<file path="config.mk">
export PLATFORM = sky130hd
export DESIGN_NAME = cpu_irq_hub
export DESIGN_NICKNAME = d
export VERILOG_FILES = /design/src/rtl/cpu_irq_hub_pkg.sv /design/src/rtl/cpu_irq_hub_decode.sv /design/src/rtl/cpu_irq_hub_bank.sv /design/src/rtl/cpu_irq_hub_rdmux.sv /design/src/rtl/cpu_irq_hub.sv
export SDC_FILE = /design/constraint.sdc
export NUM_CORES = 1
export LEC_CHECK = 0
export CORE_MARGIN = 2
export CORE_UTILIZATION = 33
export DETAILED_ROUTE_END_ITERATION = 8
export PLACE_DENSITY = 0.92
export SLEW_MARGIN = 20
export SYNTH_ARGS = -nofsm -noshare
export SYNTH_HDL_FRONTEND = slang
export SYNTH_HIERARCHICAL = 1
export SYNTH_SLANG_ARGS = --single-unit
</file>
<file path="constraint.sdc">
create_clock -name clk -period 1.3 [get_ports clk]
set_clock_uncertainty 0.05 [all_clocks]
set_input_delay 0.26 -clock clk [delete_from_list [all_inputs] [get_ports clk]]
set_output_delay 0.26 -clock clk [all_outputs]
set_load 0.01 [all_outputs]
</file>
<file path="src/rtl/cpu_irq_hub_pkg.sv">
package cpu_irq_hub_pkg;

   // register selectors on the write and read ports
   typedef enum logic [1:0] {
      SEL_CTRL    = 2'd0,
      SEL_IPI_CLR = 2'd1,
      SEL_TMR_CLR = 2'd2,
      SEL_IPI_SET = 2'd3
   } reg_sel_e;

   // packed field layout of the control register
   localparam int unsigned FLD_W        = 4;
   localparam int unsigned FLD_REQ_LSB  = 12;
   localparam int unsigned FLD_ICLR_LSB = 8;
   localparam int unsigned FLD_TCLR_LSB = 4;
   localparam int unsigned ACK_BIT      = 28;
   localparam int unsigned CPU_ID_W     = 2;
   localparam int unsigned MAX_CPU      = 4;

endpackage

</file>
<file path="src/rtl/cpu_irq_hub_decode.sv">
module cpu_irq_hub_decode
   import cpu_irq_hub_pkg::*;
#(
   parameter int unsigned NCPU   = 4,
   parameter int unsigned DATA_W = 32,
   parameter int unsigned ADDR_W = 2
) (
   input  logic              wr_en,
   input  logic [ADDR_W-1:0] wr_addr,
   input  logic [DATA_W-1:0] wr_data,
   output logic [NCPU-1:0]   ipi_set,
   output logic [NCPU-1:0]   ipi_clr,
   output logic [NCPU-1:0]   tmr_clr,
   output logic              bad_ctrl,
   output logic              zero_vec
);

   logic [FLD_W-1:0] req_f, iclr_f, tclr_f;
   logic             ack_f;
   logic [NCPU-1:0]  raw_v;
   logic             hit_ctrl, hit_iclr, hit_tclr, hit_iset, ctrl_ok;

   assign req_f  = wr_data[FLD_REQ_LSB  +: FLD_W];
   assign iclr_f = wr_data[FLD_ICLR_LSB +: FLD_W];
   assign tclr_f = wr_data[FLD_TCLR_LSB +: FLD_W];
   assign ack_f  = wr_data[ACK_BIT];
   assign raw_v  = wr_data[NCPU-1:0];

   assign hit_ctrl = wr_en && (wr_addr == ADDR_W'(SEL_CTRL));
   assign hit_iclr = wr_en && (wr_addr == ADDR_W'(SEL_IPI_CLR));
   assign hit_tclr = wr_en && (wr_addr == ADDR_W'(SEL_TMR_CLR));
   assign hit_iset = wr_en && (wr_addr == ADDR_W'(SEL_IPI_SET));

   assign ctrl_ok = (req_f != '0) || (iclr_f != '0) || (tclr_f != '0) || ack_f;

   always_comb begin
      ipi_set = '0;
      ipi_clr = '0;
      tmr_clr = '0;
      if (hit_ctrl) begin
         ipi_set = req_f[NCPU-1:0];
         ipi_clr = iclr_f[NCPU-1:0];
         tmr_clr = tclr_f[NCPU-1:0];
      end
      if (hit_iclr) ipi_clr = raw_v;
      if (hit_tclr) tmr_clr = raw_v;
      if (hit_iset) ipi_set = raw_v;
   end

   assign bad_ctrl = hit_ctrl && !ctrl_ok;
   assign zero_vec = (hit_iclr || hit_tclr || hit_iset) && (raw_v == '0);

   logic unused_bits;
   assign unused_bits = ^{wr_data[DATA_W-1:ACK_BIT+1],
                          wr_data[ACK_BIT-1:FLD_REQ_LSB+FLD_W]};

endmodule

</file>
<file path="src/rtl/cpu_irq_hub_bank.sv">
module cpu_irq_hub_bank #(
   parameter int unsigned NCPU    = 4,
   parameter bit          FLAG_EN = 1'b1
) (
   input  logic            clk,
   input  logic            rst_n,
   input  logic [NCPU-1:0] set_v,
   input  logic [NCPU-1:0] clr_v,
   output logic [NCPU-1:0] pend,
   output logic            dup_o,
   output logic            idle_o
);

   // per-processor pending bit: clear first, then set
   for (genvar i = 0; i < NCPU; i++) begin : g_bit
      always_ff @(posedge clk or negedge rst_n) begin
         if (!rst_n)                  pend[i] <= 1'b0;
         else if (set_v[i])           pend[i] <= 1'b1;
         else if (clr_v[i])           pend[i] <= 1'b0;
      end
   end

   if (FLAG_EN) begin : g_flags
      logic [NCPU-1:0] dup_v, idle_v;
      assign dup_v  = set_v & pend & ~clr_v;
      assign idle_v = clr_v & ~pend;

      always_ff @(posedge clk or negedge rst_n) begin
         if (!rst_n) begin
            dup_o  <= 1'b0;
            idle_o <= 1'b0;
         end else begin
            dup_o  <= |dup_v;
            idle_o <= |idle_v;
         end
      end

      p_dup_cause_r3: assert property (@(posedge clk) disable iff (!rst_n)
         dup_o |-> $past((set_v & pend & ~clr_v) != '0));
      p_idle_cause_r4: assert property (@(posedge clk) disable iff (!rst_n)
         idle_o |-> $past((clr_v & ~pend) != '0));
   end else begin : g_noflags
      assign dup_o  = 1'b0;
      assign idle_o = 1'b0;
   end

   p_no_spurious_set_r2: assert property (@(posedge clk) disable iff (!rst_n)
      (set_v == '0) |=> ((pend & ~$past(pend)) == '0));
   p_clear_drops_r4: assert property (@(posedge clk) disable iff (!rst_n)
      ((clr_v & ~set_v) != '0) |=> ((pend & $past(clr_v & ~set_v)) == '0));

endmodule

</file>
<file path="src/rtl/cpu_irq_hub_rdmux.sv">
module cpu_irq_hub_rdmux
   import cpu_irq_hub_pkg::*;
#(
   parameter int unsigned NCPU   = 4,
   parameter int unsigned DATA_W = 32,
   parameter int unsigned ADDR_W = 2
) (
   input  logic [ADDR_W-1:0]   rd_addr,
   input  logic [CPU_ID_W-1:0] rd_cpu_id,
   input  logic [NCPU-1:0]     ipi,
   input  logic [NCPU-1:0]     tmr,
   output logic [DATA_W-1:0]   rd_data
);

   always_comb begin
      rd_data = '0;
      unique case (rd_addr)
         ADDR_W'(SEL_CTRL): begin
            rd_data[FLD_ICLR_LSB +: NCPU] = ipi;
            rd_data[FLD_TCLR_LSB +: NCPU] = tmr;
            rd_data[CPU_ID_W-1:0]         = rd_cpu_id;
         end
         ADDR_W'(SEL_IPI_CLR): rd_data[NCPU-1:0] = ipi;
         ADDR_W'(SEL_TMR_CLR): rd_data[NCPU-1:0] = tmr;
         default:              rd_data = '0;
      endcase
   end

endmodule

</file>
<file path="src/rtl/cpu_irq_hub.sv">
module cpu_irq_hub
   import cpu_irq_hub_pkg::*;
#(
   parameter int unsigned NCPU   = 4,
   parameter int unsigned DATA_W = 32,
   parameter int unsigned ADDR_W = 2
) (
   input  logic              clk,
   input  logic              rst_n,
   input  logic              wr_en,
   input  logic [ADDR_W-1:0] wr_addr,
   input  logic [DATA_W-1:0] wr_data,
   input  logic [ADDR_W-1:0] rd_addr,
   input  logic [1:0]        rd_cpu_id,
   output logic [DATA_W-1:0] rd_data,
   input  logic              tick,
   output logic [NCPU-1:0]   ipi_irq,
   output logic [NCPU-1:0]   tmr_irq,
   output logic              err_dup_req,
   output logic              err_clr_idle,
   output logic              err_bad_ctrl,
   output logic              err_zero_vec
);

   if (NCPU < 1 || NCPU > MAX_CPU) begin : g_bad_ncpu
      $error("cpu_irq_hub: NCPU must be 1..4");
   end
   if (DATA_W < 32) begin : g_bad_dw
      $error("cpu_irq_hub: DATA_W must be at least 32");
   end
   if (ADDR_W < 2) begin : g_bad_aw
      $error("cpu_irq_hub: ADDR_W must be at least 2");
   end

   logic [NCPU-1:0] ipi_set, ipi_clr, tmr_clr, tmr_set;
   logic            bad_c, zero_c;
   logic            unused_tmr_dup, unused_tmr_idle;

   cpu_irq_hub_decode #(.NCPU(NCPU), .DATA_W(DATA_W), .ADDR_W(ADDR_W)) u_dec (
      .wr_en   (wr_en),
      .wr_addr (wr_addr),
      .wr_data (wr_data),
      .ipi_set (ipi_set),
      .ipi_clr (ipi_clr),
      .tmr_clr (tmr_clr),
      .bad_ctrl(bad_c),
      .zero_vec(zero_c)
   );

   cpu_irq_hub_bank #(.NCPU(NCPU), .FLAG_EN(1'b1)) u_ipi (
      .clk   (clk),
      .rst_n (rst_n),
      .set_v (ipi_set),
      .clr_v (ipi_clr),
      .pend  (ipi_irq),
      .dup_o (err_dup_req),
      .idle_o(err_clr_idle)
   );

   assign tmr_set = {NCPU{tick}};

   cpu_irq_hub_bank #(.NCPU(NCPU), .FLAG_EN(1'b0)) u_tmr (
      .clk   (clk),
      .rst_n (rst_n),
      .set_v (tmr_set),
      .clr_v (tmr_clr),
      .pend  (tmr_irq),
      .dup_o (unused_tmr_dup),
      .idle_o(unused_tmr_idle)
   );

   always_ff @(posedge clk or negedge rst_n) begin
      if (!rst_n) begin
         err_bad_ctrl <= 1'b0;
         err_zero_vec <= 1'b0;
      end else begin
         err_bad_ctrl <= bad_c;
         err_zero_vec <= zero_c;
      end
   end

   cpu_irq_hub_rdmux #(.NCPU(NCPU), .DATA_W(DATA_W), .ADDR_W(ADDR_W)) u_rd (
      .rd_addr  (rd_addr),
      .rd_cpu_id(rd_cpu_id),
      .ipi      (ipi_irq),
      .tmr      (tmr_irq),
      .rd_data  (rd_data)
   );

   p_bad_ctrl_r7: assert property (@(posedge clk) disable iff (!rst_n)
      err_bad_ctrl |-> $past(wr_en && wr_addr == ADDR_W'(SEL_CTRL)));
   p_zero_vec_r10: assert property (@(posedge clk) disable iff (!rst_n)
      err_zero_vec |-> $past(wr_en && wr_addr != ADDR_W'(SEL_CTRL)
                             && wr_data[NCPU-1:0] == '0));
   p_tick_fills_r8: assert property (@(posedge clk) disable iff (!rst_n)
      tick |=> (&tmr_irq));
   p_zero_vec_keeps_ipi_r10: assert property (@(posedge clk) disable iff (!rst_n)
      (wr_en && wr_addr != ADDR_W'(SEL_CTRL) && wr_data[NCPU-1:0] == '0)
      |=> $stable(ipi_irq));

endmodule

</file>
Yosys cells after proc, flatten, opt, wreduce, memory -nomap -nowiden
Cells that the tools add are included.

cells by class
  bitwise gates (word level) = 5
  multiply operators = 0
  eq/ne operators = 5
  div/mod/pow operators = 0
  mux-type cells = 25
  order comparisons = 0
  reductions and logical operators = 28
  add/subtract/negate cells = 0
  shifts and indexed selects = 0

operator list
  cell                number
  $mux 4              6
  $mux 1              16
  $reduce_bool 2->1   8
  $and 4x4->4         3
  $reduce_bool 4->1   3
  $mux 8              1
  $not 4->4           2
  $reduce_or 4->1     2
  $eq 2x2->1 const B  3
  $logic_and 1x1->1   6
  $pmux 2 s3          1
  $logic_or 1x1->1    5
  $eq 2x1->1 const B  2
  $logic_not 2->1     2
  $logic_not 4->1     1
  $pmux 2 s2          1
  $logic_not 1->1     1

storage, ports and cells
  memories kept = 0
  register bits after elaboration = 12
  output and inout bits = 44
  bits in read-only memories = 0
  bits in latches = 0
  RAM bits = 0
  word-level logic and storage cells = 75

Longest topological paths before layout
Gate-level depths: netlist (run 1).

  depth in word-level cells = 7
  depth in mapped cells = 5

By module
The synthesis (run 1) kept the hierarchy.

by module, submodules not included
  module                    area each (um2)  cells each  instances
  cpu_irq_hub_rdmux         316.6            43          1
  cpu_irq_hub_decode        291.5            40          1
  cpu_irq_hub_bank (u_ipi)  259.0            23          1
  cpu_irq_hub_bank (u_tmr)  163.9            15          1
  cpu_irq_hub               50.0             2           1

Least setup slack after synthesis (run 1)
Ideal clock, no wire load.

  path kind = input port to output port
  start point = input port rd_addr[0]
  end point = output port rd_data[0]
  path slack = 0.074 ns
  required time = 0.990 ns
  stages = 4
  data arrival time = 0.916 ns
  path buffers = 0
  cells stage by stage = inv_1 > ha_1 > a222oi_1 > nor2_1

between the ends
  cells in the longest elaborated chain, start to end = 2

ends and longest elaborated chain
  what                                      line                     text
  from (decl)                               cpu_irq_hub.sv:13        input logic [ADDR_W-1:0] rd_addr,
  $eq 2x2->1, or another cell as far along  cpu_irq_hub_rdmux.sv:17  unique case (rd_addr)
  $pmux 2 s3 (*)                            cpu_irq_hub_rdmux.sv:17
  to (decl)                                 cpu_irq_hub.sv:15        output logic [DATA_W-1:0] rd_data,

Mark *: on every way between the ends. The rest lies on a longest branch, timed or not.

Worst setup path after layout (run 1)
  start point = register u_tmr.pend[0]
  end point = output port rd_data[0]

between the ends
  cells in the longest elaborated chain, start to end = 1

ends and longest elaborated chain
  what                               line                     text
  from (decl)                        cpu_irq_hub_bank.sv:9    output logic [NCPU-1:0] pend,
  from (signal, indexed assignment)  cpu_irq_hub_bank.sv:17   if (!rst_n) pend[i] <= 1'b0;
  from (signal, indexed assignment)  cpu_irq_hub_bank.sv:18   else if (set_v[i]) pend[i] <= 1'b1;
  from (signal, indexed assignment)  cpu_irq_hub_bank.sv:19   else if (clr_v[i]) pend[i] <= 1'b0;
  $pmux 2 s3                         cpu_irq_hub_rdmux.sv:17

No other way between the ends.

==> results of run 1 <==
-- metal layers --
metal / vias up / wire length (um)
met4: 0 / 14
met3: 2 / 191
met5: - / 0
met2: 49 / 1600
met1: 510 / 1240
li1: 524 / -
-- path summary, 6_finish.rpt --
path	start	to
max	u_tmr/pend[0]$_DFFE_PN0P_	rd_data[0]
min	rst_n	err_zero_vec$_DFF_PN0_
max reg2reg	u_ipi/pend[2]$_DFFE_PN0P_	u_ipi/idle_o$_DFF_PN0_
min reg2reg	u_tmr/pend[3]$_DFFE_PN0P_	u_tmr/pend[3]$_DFFE_PN0P_
max in group asynchronous	rst_n	u_tmr/pend[1]$_DFFE_PN0P_
min in group clk	wr_data[13]	err_bad_ctrl$_DFF_PN0_
-- what timing repair did --
action                                  in CTS  in global routing
gates resized for setup                    119                 20
pin swaps                                   15                  9
endpoints found under the setup margin      35                 18
buffers inserted                             3                  6
-- stage by stage --
| step | instance area (um^2) | hold slack [ns] | total power, mW | TNS, ns | worst slack (ns) |
|---|---|---|---|---|---|
| finish | 1770 | 0.227 | 1.27 | -1.36 | -0.228 |
| global route | 1770 | 0.235 | 1.35 | -1.96 | -0.290 |
| CTS | 1680 | 0.230 | 1.23 | -1.19 | -0.253 |
| detailed placement | 1660 | 0.501 | 1.01 | -15.57 | -0.987 |
| global placement | 1660 | 0.492 | 0.999 | -14.87 | -0.923 |
| floorplan | 1130 | -0.0856 | 0.704 | 0 | 0.0739 |
-- area by class of cell --
class	instances	area [um^2]	share of cell area
Inverter	10	40.0	0.0227
Clock buffer	3	22.5	0.0128
Multi-Input combinational cell	95	716	0.405
Sequential cell	12	300	0.170
Tap cell	44	55.1	0.0312
Timing Repair Buffer	75	632	0.358
-- registers in the layout, indices dropped and copies added, names as in the netlist --
| register | flops |
|---|---|
| u_ipi/pend | 4 |
| err_zero_vec | 1 |
| u_tmr/pend | 4 |
| u_ipi/dup_o | 1 |
| u_ipi/idle_o | 1 |
| err_bad_ctrl | 1 |
-- worst max-delay path: stages (launching register included) --
cell	delay, ns
dfrtp_1	0.40
a222oi_1	0.32
nor2_1	0.08
buf_2	0.14
-- power groups by stage --
stage               clock [mW]  sequential [mW]  combinational [mW]
CTS                      0.242            0.440               0.548
global placement             0            0.448               0.551
floorplan                    0            0.476               0.228
global route             0.255            0.447               0.646
finish                   0.233            0.442               0.595
detailed placement           0            0.448               0.558
-- cell usage in the layout, fill, tap and decap left out, types with 4 or more instances in the layout --
| master | n |
|---|---|
| a21o_1 | 8 |
| dfrtp_1 | 12 |
| and2_1 | 7 |
| nand3b_1 | 4 |
| buf_6 | 12 |
| inv_1 | 8 |
| conb_1 | 20 |
| clkdlybuf4s50_1 | 17 |
| buf_4 | 19 |
| buf_2 | 16 |
| or3b_4 | 4 |
| nand3_1 | 4 |
| nor2_1 | 8 |
| dlygate4sd2_1 | 7 |
| mux2i_1 | 8 |
==> flow_metrics.py, run 1 <==
metrics = {
    "outcome": {
        "run_status": "finished with violations",
        "violations": "negative setup slack",
    },
    "placement": {
        "io_buffer_count": 50,
        "dp.final_hpwl_um": 2290,
        "dp_cells": 229,
        "gp_congestion": 0.843,
    },
    "cells_and_area": {
        "layout.nets": 243,
        "fillCellCount": 289,
        "layout.cells.non_filler": 239,
        "antenna_cells": 0,
        "syn2layout_area_growth_pct": 66.2,
        "fin_util": 0.578,
        "drive_above_1_share": 0.369,
    },
    "worst_setup_path": {
        "r2r_slack_ns": 0.24,
        "crit_type": "reg -> out",
        "worst-path-max-fanout": 2,
        "worstPathArrival_ns": 1.22,
        "start_kind": "flip-flop",
        "required_ns": 0.99,
        "r2r_cells": 4,
        "cp-end-kind": "output pin",
    },
    "route": {
        "route.detailed.drc": 0,
        "vias": 1085,
        "detail-route-antenna-nets": 0,
        "wire_per_inst_um": 12.7,
        "first_iter_violations": 16,
        "vias_per_cell": 4.54,
        "drt-pass1-iter-count": 4,
        "routed_wl_um": 3040,
    },
    "sta": {
        "finalCriticalPeriod_ns": 1.53,
        "final_min_period_over_clock_period": 1.18,
        "rsz0062_at_grt": "yes",
        "timing.final.ws_setup_ns": -0.228,
        "max_freq_ghz": 0.654,
        "finalHoldViolCount": 0,
        "setup-violations-final": 12,
        "slew_viol_final": 0,
    },
    "power_and_ir_drop": {
        "p_sw_uw": 417,
        "internal_power_uw": 853,
        "leakage_nw": 0.876,
        "switching_share": 0.328,
        "p_per_area_nw_per_um2": 720,
        "pwr-share-clk": 0.183,
        "pwr-share-seq": 0.348,
        "comb_power_share": 0.468,
        "ir_drop_v": 0.000320,
    },
    "grt": {
        "grt_pass1_vias": 1045,
        "track_usage": 0.168,
        "grt_pass1_wl_um": 4680,
        "use_met3": 0.0235,
        "gr-total-overflow": 0,
        "grt.met1_usage": 0.204,
        "grt_antenna_before_repair": 0,
        "grtUsageMet2": 0.309,
        "grt_max_degree": 13,
        "grt_busiest_layer": "met2",
    },
    "clocking": {
        "ctsHoldBuffers": 0,
        "clkLatencyLatePin_ns": 0.28,
        "clk_path_buf_depth": 2,
        "numCtsBuffers": 3,
        "htreeDepth": 1,
        "clkTransAtPathRegs_ns": 0.08,
        "cts-root-buf": "clkbuf_4",
        "cts_tree": "done",
        "clock_sinks": 12,
    },
    "die": {
        "die_w_um": 60.7,
        "die_y_um": 60.7,
        "row_count": 20,
        "dieArea_um2": 3690,
        "core_area_um2": 3050,
        "pin_count": 86,
        "initial_core_util": 0.348,
    },
    "logic_synthesis": {
        "syn_inst": 120,
        "syn_area_um2": 1060,
        "synth.avg_cell_area_um2": 8.85,
        "ys_warn_count": 6,
    },
    "hold_path": {
        "hold_path.class": "in -> async",
    },
    "job": {
        "maxCapViolCount": 0,
    },
}
No activity file was read; power rests on OpenSTA's default activity.
==> run 2: changes to the inputs <==
CTS_CLUSTER_SIZE = 24   (was not set)
SKIP_CTS_REPAIR_TIMING = 1   (was not set)
==> flow_metrics.py, run 2 (same netlist as run 1, synthesis figures left out) <==
metrics = {
    "placement": {
        "dp.final_hpwl_um": 2290,
        "gp_congestion": 0.843,
        "dp_cells": 229,
        "io_buffer_count": 50,
        "postPlaceCellArea_um2": 1660,
    },
    "cells_and_area": {
        "layout.nets": 240,
        "multi_input_area_um2": 711,
        "fillCellCount": 286,
        "fin_util": 0.582,
        "drive_above_1_share": 0.354,
        "finalInstanceArea_um2": 1780,
        "syn2layout_area_growth_pct": 67.3,
        "antenna_cells": 0,
        "seq_area_um2": 300,
        "layout_commonest_cell": "conb_1",
        "top_regs": "u_ipi/pend (4), u_tmr/pend (4)",
        "final_cell_mix": "conb_1 (20), clkdlybuf4s50_1 (17), buf_4 (15)",
        "layout.cells.non_filler": 236,
    },
    "sta": {
        "slew_viol_final": 0,
        "max_freq_ghz": 0.661,
        "finalCriticalPeriod_ns": 1.51,
        "final_min_period_over_clock_period": 1.16,
        "rsz0062_at_grt": "yes",
        "finalHoldViolCount": 0,
        "timing.final.ws_setup_ns": -0.214,
        "setup-violations-final": 11,
    },
    "worst_setup_path": {
        "cp-end-kind": "output pin",
        "worst-path-max-fanout": 2,
        "start_kind": "flip-flop",
        "required_ns": 0.99,
        "crit_type": "reg -> out",
        "worstPathArrival_ns": 1.20,
    },
    "clocking": {
        "clk_path_buf_depth": 2,
        "clock_sinks": 12,
        "clkTransAtPathRegs_ns": 0.07,
        "cts-root-buf": "clkbuf_4",
        "htreeDepth": 1,
        "cts_tree": "done",
        "clkLatencyLatePin_ns": 0.27,
        "numCtsBuffers": 3,
    },
    "die": {
        "initial_core_util": 0.348,
        "dieArea_um2": 3690,
        "die_y_um": 60.7,
        "row_count": 20,
        "pin_count": 86,
        "die_w_um": 60.7,
        "core_area_um2": 3050,
    },
    "grt": {
        "grt_pass1_vias": 971,
        "gr-total-overflow": 0,
        "grt_pass1_wl_um": 4360,
        "grtUsageMet2": 0.284,
        "use_met3": 0.0213,
        "grt_antenna_before_repair": 0,
        "grt_max_degree": 13,
        "grt_busiest_layer": "met2",
        "track_usage": 0.156,
        "grt.met1_usage": 0.195,
    },
    "outcome": {
        "run_status": "finished with violations",
        "violations": "negative setup slack",
    },
    "route": {
        "route.detailed.drc": 0,
        "routed_wl_um": 2910,
        "drt-pass1-iter-count": 6,
        "detail-route-antenna-nets": 0,
        "vias": 1056,
        "first_iter_violations": 35,
        "vias_per_cell": 4.47,
        "wire_per_inst_um": 12.3,
    },
    "power_and_ir_drop": {
        "switching_share": 0.326,
        "pwr-share-clk": 0.184,
        "comb_power_share": 0.463,
        "internal_power_uw": 843,
        "leakage_nw": 0.940,
        "p_per_area_nw_per_um2": 704,
        "p_total_mw": 1.25,
        "ir_drop_v": 0.000323,
        "p_sw_uw": 407,
        "pwr-share-seq": 0.353,
    },
    "hold_path": {
        "hold_path.class": "in -> async",
    },
    "job": {
        "maxCapViolCount": 0,
    },
}
## run 2: cell types whose count changed in the layout (fill, tap and decap cells not counted), sizes merged
cell and delta:
clkbuf +11, dlygate4sd2 -7, buf -16, dlymetal6s2s +9
## run 2: per-stage QoR
step | hold slack (ns) | TNS [ns] | worst slack, ns
final | 0.232 | -1.20 | -0.214
after floorplan | -0.0856 | 0 | 0.0739
after global placement | 0.492 | -14.87 | -0.923
after global routing | 0.235 | -1.74 | -0.277
after detailed placement | 0.501 | -15.57 | -0.987
after CTS | 0.230 | -15.25 | -0.995
## run 2: final timing paths
path                       cells past startpoint                        end  slack (ns)                 startpoint
min in group clk                               3     err_bad_ctrl$_DFF_PN0_        0.26                wr_data[12]
max in group asynchronous                      2  u_tmr/pend[1]$_DFFE_PN0P_        0.81                      rst_n
max reg2reg                                    3     u_ipi/idle_o$_DFF_PN0_        0.39  u_ipi/pend[2]$_DFFE_PN0P_
min                                            2     err_zero_vec$_DFF_PN0_        0.23                      rst_n
max                                            3                 rd_data[1]       -0.21  u_ipi/pend[1]$_DFFE_PN0P_
min reg2reg                                    1  u_tmr/pend[3]$_DFFE_PN0P_        0.48  u_tmr/pend[3]$_DFFE_PN0P_
## run 2: critical path, cell delays in order, from the launching register on
cell	delay [ns]
dfrtp_1	0.40
a222oi_1	0.33
nor2_1	0.07
clkbuf_2	0.13
## run 2: area by class of cell
cell class | instances | share of cell area
clock buffer | 3 | 0.0127
inverter | 10 | 0.0225
tap | 44 | 0.0310
timing repair buffer | 72 | 0.365
sequential | 12 | 0.169
multi-input combinational | 95 | 0.400
## run 2: routing by layer
metal	vias to the layer above	wire, um
met1	491	1250
met2	41	1470
met4	0	14
li1	522	-
met3	2	178
met5	-	0
## run 2: power by group through the flow
stage          clock, mW  sequential, mW  combinational, mW
4_1_cts            0.242           0.442              0.562
2_1_floorplan          0           0.476              0.228
3_3_place_gp           0           0.448              0.551
3_5_place_dp           0           0.448              0.558
6_report           0.230           0.442              0.579
5_1_grt            0.256           0.446              0.629
==> run 3: changes to the inputs <==
CORE_MARGIN = not set   (was 2)
SLEW_MARGIN = 25   (was 20)
==> flow_metrics.py, run 3 (same netlist as run 1, synthesis figures left out) <==
metrics = {
    "outcome": {
        "run_status": "finished with violations",
        "violations": "negative setup slack",
    },
    "clocking": {
        "clkLatencyLatePin_ns": 0.28,
        "clock_sinks": 12,
        "clk_path_buf_depth": 2,
        "clkTransAtPathRegs_ns": 0.09,
        "cts-root-buf": "clkbuf_4",
        "numCtsBuffers": 3,
        "htreeDepth": 1,
        "cts_tree": "done",
    },
    "route": {
        "vias_per_cell": 4.65,
        "wire_per_inst_um": 12.7,
        "route.detailed.drc": 0,
        "first_iter_violations": 47,
        "drt-pass1-iter-count": 4,
        "routed_wl_um": 3070,
        "vias": 1121,
        "detail-route-antenna-nets": 0,
    },
    "cells_and_area": {
        "layout.nets": 244,
        "multi_input_area_um2": 698,
        "layout_commonest_cell": "buf_4",
        "fillCellCount": 280,
        "top_regs": "u_ipi/pend (4), u_tmr/pend (4)",
        "final_cell_mix": "buf_4 (21), conb_1 (20), clkdlybuf4s50_1 (17)",
        "antenna_cells": 0,
        "syn2layout_area_growth_pct": 71.1,
        "finalInstanceArea_um2": 1820,
        "seq_area_um2": 300,
        "drive_above_1_share": 0.365,
    },
    "sta": {
        "timing.final.ws_setup_ns": -0.226,
        "rsz0062_at_grt": "yes",
        "slew_viol_final": 0,
        "finalCriticalPeriod_ns": 1.53,
        "setup-violations-final": 12,
        "finalHoldViolCount": 0,
        "final_min_period_over_clock_period": 1.17,
        "max_freq_ghz": 0.655,
    },
    "worst_setup_path": {
        "cp-end-kind": "output pin",
        "critPathBufInv": 3,
        "crit_chain": "buf_4 > buf_6 > and2_1 > clkbuf_2",
        "worst-path-max-fanout": 5,
        "worstPathArrival_ns": 1.22,
        "crit_slowest_cell": "dfrtp_1",
        "start_kind": "flip-flop",
        "slowest_delay_ns": 0.41,
        "cp_top_family": "flip-flops",
        "required_ns": 0.99,
        "crit_type": "reg -> out",
    },
    "placement": {
        "io_buffer_count": 50,
        "postPlaceCellArea_um2": 1680,
        "dp.final_hpwl_um": 2180,
        "gp_congestion": 0.835,
    },
    "die": {
        "pin_count": 86,
        "dieArea_um2": 3450,
        "initial_core_util": 0.348,
        "core_area_um2": 3050,
        "row_count": 20,
        "die_w_um": 58.7,
        "die_y_um": 58.7,
    },
    "power_and_ir_drop": {
        "ir_drop_v": 0.000265,
        "leakage_nw": 0.972,
        "p_per_area_nw_per_um2": 751,
        "internal_power_uw": 931,
        "pwr-share-seq": 0.322,
        "pwr-share-clk": 0.230,
        "p_sw_uw": 434,
        "switching_share": 0.318,
        "comb_power_share": 0.449,
        "p_total_mw": 1.36,
    },
    "grt": {
        "grt_max_degree": 13,
        "grt_pass1_wl_um": 4550,
        "track_usage": 0.174,
        "gr-total-overflow": 0,
        "grt_antenna_before_repair": 0,
        "grt_pass1_vias": 1013,
    },
    "hold_path": {
        "hold_path.class": "in -> async",
    },
    "job": {
        "maxCapViolCount": 0,
    },
}
[run 3: cell types whose count changed in the layout (fill, tap and decap cells not counted), sizes merged]
| cell | previous run | this run |
|---|---|---|
| buf | 31 | 34 |
| clkbuf | 15 | 16 |
| dlymetal6s2s | 12 | 13 |
[run 3: final timing paths]
kind                                        endpoint  depth (start not counted)                       from  slack (ns)
setup / recovery                          rd_data[9]                          4  u_ipi/pend[1]$_DFFE_PN0P_       -0.23
hold / removal                err_zero_vec$_DFF_PN0_                          2                      rst_n        0.22
setup reg to reg              u_ipi/idle_o$_DFF_PN0_                          4  u_ipi/pend[1]$_DFFE_PN0P_        0.28
hold reg to reg            u_tmr/pend[2]$_DFFE_PN0P_                          1  u_tmr/pend[2]$_DFFE_PN0P_        0.51
max in group asynchronous  u_tmr/pend[1]$_DFFE_PN0P_                          2                      rst_n        0.82
min in group clk              err_bad_ctrl$_DFF_PN0_                          3                wr_data[12]        0.25
[run 3: per-stage QoR]
stage	cells	hold slack [ns]	setup WS [ns]	utilization	setup TNS, ns
floorplan	139	-0.0856	0.0739	-	0
global placement	231	0.496	-0.907	0.550	-15.23
detailed placement	231	0.485	-0.937	0.550	-15.79
CTS	235	0.227	-0.949	0.562	-15.37
global route	241	0.220	-0.325	0.595	-2.06
finish	241	0.218	-0.226	0.595	-1.37
[run 3: worst register-to-register path: cells and delay by family, from the launching register on]
kind | cells | cell delay [ns]
AO/OA/AOI/OAI | 1 | 0.08
buffers and inverters | 2 | 0.26
flip-flops | 1 | 0.41
AND/OR/NAND/NOR | 1 | 0.13
[run 3: area by class of cell]
type                    count  area share
repair buffers             76       0.380
flip-flops and latches     12       0.165
inverters                  10      0.0206
well taps                  44      0.0303
multi-input cells          95       0.384
clock buffers               4      0.0200
[run 3: power groups by stage]
stage	Sequential [mW]	Clock, mW	Combinational [mW]
global placement	0.448	0	0.553
floorplan	0.476	0	0.228
global route	0.444	0.349	0.662
CTS	0.440	0.311	0.565
finish	0.439	0.313	0.613
detailed placement	0.447	0	0.558
[run 3: layer usage]
metal | vias up | global-route usage | wire length (um) | part of all wire
li1 | 527 | - | - | -
met1 | 543 | 0.214 | 1290 | 0.42
met2 | 49 | 0.307 | 1560 | 0.51
met3 | 2 | 0.0352 | 203 | 0.066
met4 | 0 | 0.0442 | 6 | 0.0020
met5 | - | 0 | 0 | 0
